==> config.mk <==
export PLATFORM = sky130hd
export DESIGN_NAME = perf_counter_unit
export DESIGN_NICKNAME = d
export VERILOG_FILES = /design/src/rtl/perfmon_pkg.sv /design/src/rtl/perfmon_event_match.sv /design/src/rtl/perfmon_counter.sv /design/src/rtl/perf_counter_unit.sv
export SDC_FILE = /design/constraint.sdc
export NUM_CORES = 1
export LEC_CHECK = 0
export CAP_MARGIN = 0
export CELL_PAD_IN_SITES_DETAIL_PLACEMENT = 2
export CELL_PAD_IN_SITES_GLOBAL_PLACEMENT = 2
export CORE_ASPECT_RATIO = 1.75
export CORE_MARGIN = 3
export CORE_UTILIZATION = 34
export DETAILED_ROUTE_END_ITERATION = 10
export PLACE_DENSITY = 0.87
export SLEW_MARGIN = 10
export SYNTH_ARGS = -nofsm -noshare
export SYNTH_HDL_FRONTEND = slang
export SYNTH_SLANG_ARGS = --single-unit
==> constraint.sdc <==
create_clock -name clk -period 2.5 [get_ports clk]
set_input_delay 0.5 -clock clk [delete_from_list [all_inputs] [get_ports clk]]
set_output_delay 0.5 -clock clk [all_outputs]
set_load 0.02 [all_outputs]
==> src/rtl/perfmon_pkg.sv <==
package perfmon_pkg;

    localparam int CODE_W    = 6;
    localparam int NUM_CODES = 1 << CODE_W;
    localparam logic [CODE_W-1:0] ELAPSED_CODE = 6'h23;

    typedef struct packed {
        logic              en;
        logic              start;
        logic              clk_sel;
        logic [CODE_W-1:0] code;
    } ctrl_t;

    // True for codes that are allowed to advance a counter.
    function automatic logic code_counts(input logic [CODE_W-1:0] c);
        logic ok;
        ok = (c >= 6'h01) && (c <= 6'h29);
        if (c == 6'h0c || c == 6'h26) ok = 1'b0;
        if (c >= 6'h1b && c <= 6'h20) ok = 1'b0;
        return ok;
    endfunction

endpackage

==> src/rtl/perfmon_event_match.sv <==
module perfmon_event_match
    import perfmon_pkg::*;
(
    input  logic [CODE_W-1:0]    code,
    input  logic [NUM_CODES-1:0] evt_pulse,
    output logic                 hit
);
    always_comb begin
        hit = 1'b0;
        if (code_counts(code)) begin
            hit = (code == ELAPSED_CODE) ? 1'b1 : evt_pulse[code];
        end
    end
endmodule

==> src/rtl/perfmon_counter.sv <==
module perfmon_counter
    import perfmon_pkg::*;
#(
    parameter int CNT_W = 48,
    parameter int LOW_W = 32
) (
    input  logic                 clk,
    input  logic                 rst_n,
    input  logic                 ctrl_we,
    input  logic [15:0]          ctrl_wdata,
    input  logic                 hi_rd,
    input  logic                 lo_rd,
    input  logic [NUM_CODES-1:0] evt_pulse,
    output logic [15:0]          ctrl_rdata,
    output logic [31:0]          hi_rdata,
    output logic [31:0]          lo_rdata
);
    localparam int HIGH_W = CNT_W - LOW_W;

    typedef struct packed {
        ctrl_t             ctrl;
        logic [CNT_W-1:0]  cnt;
        logic [LOW_W-1:0]  shadow;
        logic              shadow_vld;
    } state_t;

    state_t st_d, st_q;
    logic   hit;
    logic   clr_req;
    logic   unused_wbits;

    assign unused_wbits = ^{ctrl_wdata[12:9], ctrl_wdata[7:6]};
    assign clr_req      = ctrl_we && ctrl_wdata[13];

    perfmon_event_match u_match (
        .code      (st_q.ctrl.code),
        .evt_pulse (evt_pulse),
        .hit       (hit)
    );

    always_comb begin
        st_d = st_q;
        if (ctrl_we) begin
            st_d.ctrl.code    = ctrl_wdata[CODE_W-1:0];
            st_d.ctrl.clk_sel = ctrl_wdata[8];
            st_d.ctrl.start   = ctrl_wdata[14];
            st_d.ctrl.en      = ctrl_wdata[15];
        end
        if (clr_req) begin
            st_d.cnt = '0;
        end else if (st_q.ctrl.en && st_q.ctrl.start && hit) begin
            st_d.cnt = st_q.cnt + 1'b1;
        end
        if (hi_rd) begin
            st_d.shadow     = st_q.cnt[LOW_W-1:0];
            st_d.shadow_vld = 1'b1;
        end else if (lo_rd) begin
            st_d.shadow_vld = 1'b0;
        end
    end

    always_ff @(posedge clk or negedge rst_n) begin
        if (!rst_n) st_q <= '0;
        else        st_q <= st_d;
    end

    assign ctrl_rdata = {st_q.ctrl.en, st_q.ctrl.start, 1'b0, 4'b0000,
                         st_q.ctrl.clk_sel, 2'b00, st_q.ctrl.code};
    assign hi_rdata   = 32'(st_q.cnt[CNT_W-1:LOW_W]);
    assign lo_rdata   = st_q.shadow_vld ? 32'(st_q.shadow)
                                        : 32'(st_q.cnt[LOW_W-1:0]);

    // clear zeroes the counter at the write edge
    assert_clear_zero_R3: assert property (@(posedge clk) disable iff (!rst_n)
        clr_req |=> st_q.cnt == '0);

    // without enable and start the counter holds
    assert_idle_hold_R7: assert property (@(posedge clk) disable iff (!rst_n)
        (!ctrl_we && !(st_q.ctrl.en && st_q.ctrl.start)) |=> $stable(st_q.cnt));

    // unassigned codes never advance the counter
    assert_unassigned_R6: assert property (@(posedge clk) disable iff (!rst_n)
        (!ctrl_we && !code_counts(st_q.ctrl.code)) |=> $stable(st_q.cnt));

    // elapsed-time code advances every edge
    assert_elapsed_R5: assert property (@(posedge clk) disable iff (!rst_n)
        (!clr_req && st_q.ctrl.en && st_q.ctrl.start && st_q.ctrl.code == ELAPSED_CODE)
        |=> st_q.cnt == CNT_W'($past(st_q.cnt) + 1'b1));

    // without clear the count moves by at most one, modulo its width
    assert_single_step_R4: assert property (@(posedge clk) disable iff (!rst_n)
        !clr_req |=> (st_q.cnt == $past(st_q.cnt)) ||
                     (st_q.cnt == CNT_W'($past(st_q.cnt) + 1'b1)));

    initial begin
        assert_width_R8: assert (HIGH_W >= 1 && HIGH_W <= 16 && LOW_W <= 32);
    end
endmodule

==> src/rtl/perf_counter_unit.sv <==
module perf_counter_unit
    import perfmon_pkg::*;
#(
    parameter int ADDR_W    = 8,
    parameter int NUM_CNT   = 2,
    parameter int CNT_W     = 48,
    parameter int LOW_W     = 32,
    parameter int CTRL_BASE = 'h00,
    parameter int CNT_BASE  = 'h20
) (
    input  logic                 clk,
    input  logic                 rst_n,
    input  logic [ADDR_W-1:0]    bus_addr,
    input  logic [15:0]          bus_wdata,
    input  logic                 bus_we,
    input  logic                 bus_re,
    input  logic [NUM_CODES-1:0] evt_pulse,
    output logic [31:0]          bus_rdata
);
    localparam int CTRL_STRIDE = 4;
    localparam int CNT_STRIDE  = 8;

    logic [NUM_CNT-1:0] ctrl_sel, hi_sel, lo_sel;
    logic [15:0]        ctrl_rd [NUM_CNT];
    logic [31:0]        hi_rd   [NUM_CNT];
    logic [31:0]        lo_rd   [NUM_CNT];
    logic [31:0]        rdata_d, rdata_q;

    for (genvar i = 0; i < NUM_CNT; i++) begin : g_cnt
        assign ctrl_sel[i] = bus_addr == ADDR_W'(CTRL_BASE + CTRL_STRIDE * i);
        assign hi_sel[i]   = bus_addr == ADDR_W'(CNT_BASE + CNT_STRIDE * i);
        assign lo_sel[i]   = bus_addr == ADDR_W'(CNT_BASE + CNT_STRIDE * i + 4);

        perfmon_counter #(.CNT_W(CNT_W), .LOW_W(LOW_W)) u_counter (
            .clk        (clk),
            .rst_n      (rst_n),
            .ctrl_we    (bus_we && ctrl_sel[i]),
            .ctrl_wdata (bus_wdata),
            .hi_rd      (bus_re && hi_sel[i]),
            .lo_rd      (bus_re && lo_sel[i]),
            .evt_pulse  (evt_pulse),
            .ctrl_rdata (ctrl_rd[i]),
            .hi_rdata   (hi_rd[i]),
            .lo_rdata   (lo_rd[i])
        );

        // the clear bit never reads back as set
        assert_clr_reads_zero_R3: assert property (@(posedge clk) disable iff (!rst_n)
            (bus_re && ctrl_sel[i]) |=> bus_rdata[13] == 1'b0);
    end

    always_comb begin
        rdata_d = rdata_q;
        if (bus_re) begin
            rdata_d = '0;
            for (int i = 0; i < NUM_CNT; i++) begin
                if (ctrl_sel[i]) rdata_d = {16'h0000, ctrl_rd[i]};
                if (hi_sel[i])   rdata_d = hi_rd[i];
                if (lo_sel[i])   rdata_d = lo_rd[i];
            end
        end
    end

    always_ff @(posedge clk or negedge rst_n) begin
        if (!rst_n) rdata_q <= '0;
        else        rdata_q <= rdata_d;
    end

    assign bus_rdata = rdata_q;

    // read data only changes after a read strobe
    assert_rdata_hold_R8: assert property (@(posedge clk) disable iff (!rst_n)
        !bus_re |=> $stable(bus_rdata));
endmodule

==> results of run 1 <==
==> kinds of logic (layout without fill, tap and decap cells) <==
logic type	count (synthesis)	after routing	synth area share, %
muxes	240	240	22.3
other	0	2	0
AOI/OAI and AO/OA	240	240	14.3
buffers and inverters	134	395	4.79
DFF	212	212	41.3
and+or+nand+nor	419	419	17.1
adders and majority gates	2	2	0.195
==> cells in the final DEF (no fill, tap or decap), types with 16 or more instances in the layout <==
master           synthesis  routed
a21oi_2                  7      16
mux2_2                 116     116
mux2i_1                 99      88
dfrtp_1                212     208
o21ai_1                 20      16
buf_6                    8      26
a21oi_1                 51      39
buf_4                    5     127
nand2b_1                65      64
nand2_1                125     125
mux4_2                  23      25
o221ai_1                19      18
clkdlybuf4s50_1          0     114
inv_1                   28      28
and3_1                  18      18
buf_12                   0      36
clkbuf_16                0      29
a2111o_1                20      20
nand3_1                 60      56
nand4_1                 50      50
a222oi_1                16      16
nor2_1                  35      33
==> final timing paths <==
path	to	slack, ns
setup / recovery	g_cnt[1].u_counter.st_q[64]$_DFFE_PN0P_	-0.51
hold / removal	bus_rdata[9]$_DFFE_PN0P_	0.48
setup reg to reg	g_cnt[1].u_counter.st_q[64]$_DFFE_PN0P_	-0.51
hold reg to reg	bus_rdata[9]$_DFFE_PN0P_	0.48
max in group asynchronous	g_cnt[1].u_counter.ctrl_rdata[0]$_DFFE_PN0P_	1.12
min in group asynchronous	g_cnt[0].u_counter.hi_rdata[3]$_DFFE_PN0P_	0.55
==> report_power, final <==
part	switching, mW	internal, mW	total, mW
combinational	0.626	0.537	1.16
sequential	0.145	3.51	3.66
clock	1.68	2.09	3.77
total	2.45	6.14	8.58
==> timing repair <==
item | 4_1_cts | 5_1_grt
cloned | 9 | 8
setup endpoints to repair | 96 | 120
buffers inserted | 26 | 26
hold buffers | 1 | 0
endpoints found under the hold margin | 27 | 0
resized for setup | 127 | 121
pin swaps | 32 | 57
==> metrics by stage <==
step | utilization [%] | total power, mW | area [sq um]
after floorplan | - | 4.04 | 12800
after global placement | 41.9 | 4.48 | 15500
after detailed placement | 41.9 | 4.55 | 15500
after CTS | 46.7 | 8.28 | 17300
after global routing | 49.2 | 8.75 | 18200
final | 49.2 | 8.58 | 18200
==> cell type report <==
type	instances	area, sq um	area share [%]
antenna	2	5.00	0.0275
timing repair buffer	326	3560	19.6
clock buffer	30	632	3.47
tap	475	594	3.27
sequential	212	5310	29.2
multi-input combinational	901	7850	43.2
clock inverter	10	128	0.702
inverter	29	109	0.598
==> registers in the layout, indices dropped and copies added, names as in the netlist <==
signal and count:
bus_rdata 32, g_cnt.u_counter.ctrl_rdata 18, g_cnt.u_counter.hi_rdata 32, g_cnt.u_counter.st_q 130
==> critical path: cells and delay by family, from the launching register on <==
family | cells | cell delay [ns]
AO/OA/AOI/OAI | 4 | 1.30
buffers and inverters | 4 | 0.65
flip-flops | 1 | 0.44
multiplexers | 2 | 0.51
==> layer usage <==
| metal | part of all wire [%] | track usage (%) |
|---|---|---|
| met1 | 32 | 35.4 |
| met2 | 49 | 59.8 |
| met3 | 7.1 | 5.13 |
| met4 | 12 | 23.5 |
| met5 | 0 | 0 |
==> summary.md, run 1 <==
| Metric | Value |
|---|---|
| DRC errors left | 0 |
| Placer Congestion | 0.832 |
| CP Cell Sequence | buf_12 -> mux2i_1 -> a221oi_2 -> a221o_1 -> o2111ai_4 -> buf_12 -> buf_4 -> buf_6 -> a211oi_1 -> mux2i_1 |
| Final period utilization | 120% |
| Initial antenna violation count | 1 |
| Max cap viols | 0 |
| CP max stage cell | a221oi_2 |
| Final Hold Viols | 0 |
| Global-route wire length before repair | 104000 microns |
| Post-route setup TNS | -34.22 ns |
| Fin cells | 1985 |
| Initial core utilization | 34.7% |
| Flops & latches, synth | 212 |
| EDFF count, synth | 0 |
| Slew headroom | 50.7% |
| FP Rows | 93 |
| Post-DR wirelength/cell | 40.4 microns |
| GRT Overall Usage | 33.4% |
| Primary FF master, synth | dfrtp_1 |
| TritonCTS clock tree | built |
| RSZ-0062 raised after global routing | yes |
| Post-synth top area cell | dfrtp_1 |
| Buffer depth of the longest clock path | 3 |
| Fillers | 3618 |
| Largest net degree at the start of global routing | 79 |
| Final Max Tran Viols | 0 |
| CTS Root Cell | clkbuf_16 |
| RR Startpoint | g_cnt[1].u_counter.ctrl_rdata[0]$_DFFE_PN0P_ |
| CTS buffer count | 22 |
| GRT overflow | 0 |
| CP Capture Type | flip-flop |
| Total Wirelength | 80100 microns |
| WHS | 0.477 ns |
| Critical Path Source Type | flip-flop |
| Area delta synth->final | 41.8% |
| Worst Path Required | 2.94 ns |
| Clk slew on worst S/H paths | 0.08 ns |
| Syn. warnings | 0 |
| Placed Cells incl. Taps | 1884 |
| H-tree levels | 1 |
| # clock sinks | 212 |
| Top-count cell post-synth | dfrtp_1 |
| Critical Path AT | 3.46 ns |
| Vias/cell | 7.08 |
| PnR worst setup slack | -0.512 ns |
| Worst Tran Pin Value | 0.739 ns |
| Share of layout cells above drive strength 1 | 34.2% |
| Placed wire-length estimate | 37700 microns |
| Crit path max fanout | 10 |
| Final-stage net count | 1586 |
| Min cycle time layout | 3.01 ns |
| Hold-critical path depth | 1 |
| Largest stage delay on the critical path | 0.46 ns |
| Die span in y | 263 microns |
| R2R depth | 10 |
| Register area share after synthesis | 41.3% |
| Worst Hold Class | reg -> reg |
| Syn_area_per_cell | 10.3 sq um |
| Post-Syn Area | 12800 sq um |
| Ranking of synthesized cells by area | dfrtp_1, mux2_2, mux2i_1 |
| Outcome | finished, violations left |
| Worst-Skew Late Latency | 0.55 ns |
| CORE AREA | 37000 sq um |
| Final setup viols | 102 |
| PortBufs | 116 |
| Violated checks | negative setup slack |
| Commonest cells in the netlist | dfrtp_1, nand2_1, mux2_2, mux2i_1, nand2b_1 |
| Net Count, Synth | 1341 |
| Synth Instances | 1247 |
| Io pins | 124 |
| Worst Setup SP | g_cnt[1].u_counter.ctrl_rdata[0]$_DFFE_PN0P_ |
| Fin Clk Skew | 0.0224 ns |
| Yosys cell types | 61 |
| Top-area cell type share of the netlist area | 41.3% |
| Vias in the first global route | 15100 |
| Min-delay src | bus_rdata[9]$_DFFE_PN0P_ |
| Die X | 153 microns |
| Final antenna-violating net count | 0 |
| DIE AREA | 40200 sq um |
| Worst IR drop on VDD | 0.425 mV |
| Initial drt markers | 1528 |
| DP Worst Slack | -0.716 ns |
| WS Path Type | reg -> reg |
| Async SR Flop Fraction | 100% |
| Pwr Density | 472 nW/um^2 |
| FMAX | 332 MHz |
| Lkg Pwr | 7.48 nW |
| Vias | 14000 |
| Pre-Repair DR Iteration Count | 8 |
(Power assumes the default switching activity.)
==> run 2, diff against run 1 <==
Settings changed: HOLD_SLACK_MARGIN set to 0.12, SETUP_SLACK_MARGIN set to 0.5, SKIP_LAST_GASP set to 1.
==> run 2 against run 1 <==
- the run still ends with negative setup slack left
- power is 1.4% higher
- clock power increased by 2%
- register-to-register slack got worse by 0.09 ns
- first-iteration DRC count increased by 3.6%
- final cell count rose by 1.7%
- sequential cell count unchanged
- utilization rose by 1.8 points
- critical path depth did not move
- non-clock buffer count rose by 33
==> summary.md, run 2 (synthesis gave the netlist of run 1 again) <==
| Metric | Value |
|---|---|
| Largest stage delay on the critical path | 0.77 ns |
| Vias in the first global route | 15000 |
| Final-stage net count | 1620 |
| Internal power | 6.20 mW |
| DP Worst Slack | -0.591 ns |
| Initial core utilization | 34.7% |
| GRT Overall Usage | 33.6% |
| Pre-Repair DR Iteration Count | 6 |
| FMAX | 322 MHz |
| Slew headroom | 33.1% |
| Placed Cells incl. Taps | 1889 |
| Switch Pwr | 2.50 mW |
| Post-DR wirelength/cell | 40.9 microns |
| WHS | 0.472 ns |
| Final period utilization | 124% |
| FF-to-FF End | g_cnt[1].u_counter.hi_rdata[11]$_DFFE_PN0P_ |
| Commonest cells after routing, fill and taps aside | dfrtp_1, buf_4, nand2_1, mux2_2, mux2i_1 |
| Clock Power Share | 44.0% |
| Final Hold Viols | 0 |
| Die X | 153 microns |
| Worst Hold Class | in -> reg |
| Reg area | 5310 sq um |
| PortBufs | 116 |
| Placer Congestion | 0.806 |
| Violated checks | negative setup slack |
| Vias | 14000 |
| Max cap viols | 0 |
| Final Max Tran Viols | 0 |
| Clk slew on worst S/H paths | 0.09 ns |
| Largest net degree at the start of global routing | 73 |
| Area delta synth->final | 46.9% |
| Fillers | 3579 |
| Fin Clk Skew | 0.0387 ns |
| H-tree levels | 1 |
| DIE AREA | 40200 sq um |
| Min-delay src | bus_re |
| Commonest non-fill, non-tap cell in the layout | dfrtp_1 |
| CORE AREA | 37000 sq um |
| Io pins | 124 |
| PnR worst setup slack | -0.603 ns |
| Final Cell Area | 18900 sq um |
| Post-route setup TNS | -36.99 ns |
| Final setup viols | 96 |
| Worst-Skew Late Latency | 0.58 ns |
| Hold-critical path depth | 3 |
| Outcome | finished, violations left |
| Total Power | 8.70 mW |
| Worst Tran Pin Value | 0.995 ns |
| Total Wirelength | 82600 microns |
| Fin cells | 2018 |
| Endpoint, Worst Hold | bus_rdata[6]$_DFFE_PN0P_ |
| RR Startpoint | g_cnt[1].u_counter.ctrl_rdata[1]$_DFFE_PN0P_ |
| Buffer depth of the longest clock path | 3 |
| Multi-input gate area | 8070 sq um |
| R2R setup slack | -0.60 ns |
| Switching portion of total power | 28.7% |
| CP Capture Type | flip-flop |
| CTS buffer count | 22 |
| Post-DP Area | 15800 sq um |
| CP Cell Sequence | buf_4 -> nor4_1 -> a21oi_1 -> o211a_4 -> o2111ai_4 -> buf_12 -> buf_12 -> buf_16 -> a21oi_4 -> o21ai_4 |
| CP Buf/Inv Count | 4 |
| CP max stage cell | nor4_1 |
| Min cycle time layout | 3.10 ns |
| RSZ-0062 raised after global routing | yes |
| Lkg Pwr | 8.10 nW |
| CTS Root Cell | clkbuf_16 |
| Worst Path Required | 2.96 ns |
| WS Path Type | reg -> reg |
| Critical Path AT | 3.56 ns |
| Vias/cell | 6.96 |
| Critical Path Source Type | flip-flop |
| FP Rows | 93 |
| Cell family with most CP delay | compound AO/OA/AOI/OAI gates |
| Final antenna-violating net count | 0 |
| Crit path max fanout | 10 |
| Share of layout cells above drive strength 1 | 37.9% |
| Worst IR drop on VDD | 0.633 mV |
| GRT overflow | 0 |
| TritonCTS clock tree | built |
| Initial antenna violation count | 6 |
| Most used cell, CP | buf_12 |
| Final core utilization | 51.0% |
| R2R depth | 10 |
| Die span in y | 263 microns |
| Sequential share of power | 41.9% |
| Global-route wire length before repair | 104000 microns |
| Largest register by flop count | g_cnt.u_counter.st_q |
| # clock sinks | 212 |
| DRC errors left | 0 |
| Pwr Density | 462 nW/um^2 |
| Initial drt markers | 1583 |
| Max FFs per register | 130 |
| Combinational power share | 14.1% |
| Placed wire-length estimate | 39100 microns |
==> run 2: cell types whose count changed in the layout (fill, tap and decap cells not counted), moves of 11 or more <==
cell             previous run  this run
a21oi_4                     3        14
dlygate4sd2_1               0        17
dlymetal6s2s_1              0        23
a21oi_1                    39        24
clkdlybuf4s50_1           114        74
buf_4                     127       152
==> run 2: worst max path at each step <==
stage               slack [ns]                                           to                                         start  depth (start not counted)
floorplan                 0.17   g_cnt[1].u_counter.hi_rdata[9]$_DFFE_PN0P_  g_cnt[1].u_counter.ctrl_rdata[0]$_DFFE_PN0P_                         10
global placement         -0.48      g_cnt[1].u_counter.st_q[55]$_DFFE_PN0P_                                 evt_pulse[39]                          7
detailed placement       -0.59      g_cnt[1].u_counter.st_q[55]$_DFFE_PN0P_                                 evt_pulse[44]                          7
CTS                      -0.24      g_cnt[1].u_counter.st_q[40]$_DFFE_PN0P_  g_cnt[1].u_counter.ctrl_rdata[0]$_DFFE_PN0P_                          9
global route             -0.76   g_cnt[0].u_counter.hi_rdata[4]$_DFFE_PN0P_  g_cnt[0].u_counter.ctrl_rdata[0]$_DFFE_PN0P_                          9
finish                   -0.60  g_cnt[1].u_counter.hi_rdata[11]$_DFFE_PN0P_  g_cnt[1].u_counter.ctrl_rdata[1]$_DFFE_PN0P_                         10
==> run 2: per-layer routing <==
layer | vias up | GRT usage [%] | share of wire, %
li1 | 5289 | - | -
met1 | 7217 | 35.4 | 33
met2 | 1010 | 60.8 | 49
met3 | 514 | 4.54 | 6.9
met4 | 6 | 23.8 | 11
met5 | - | 0 | 0.045
==> run 2: area by class of cell <==
cell class                 count  share of cell area (%)
antenna                        3                  0.0398
multi-input combinational    902                    42.8
sequential                   212                    28.2
clock buffer                  31                    3.42
timing repair buffer         359                    21.2
tap                          475                    3.15
inverter                      29                   0.577
clock inverter                 7                   0.584
==> run 2: power by group through the flow <==
stage | logic, mW | registers (mW) | clock network [mW]
after floorplan | 0.415 | 3.65 | 0
after global placement | 0.832 | 3.66 | 0
after detailed placement | 0.900 | 3.68 | 0
after CTS | 1.03 | 3.62 | 3.72
after global routing | 1.26 | 3.65 | 3.97
final | 1.23 | 3.65 | 3.83
==> run 2: worst register-to-register path: stages, from the launching register on <==
cell and delay (ns):
dfrtp_1 0.47, buf_4 0.24, nor4_1 0.77, a21oi_1 0.18, o211a_4 0.33, o2111ai_4 0.12, buf_12 0.21, buf_12 0.16
buf_16 0.14, a21oi_4 0.11, o21ai_4 0.29
==> run 2: what timing repair did <==
action / in CTS / in global routing
endpoints found under the setup margin: 201 / 149
hold endpoints to repair: 59 / 0
hold buffers: 1 / 0
gates cloned: 9 / 12
pin swaps: 31 / 66
buffers inserted: 31 / 35
gates resized for setup: 126 / 152
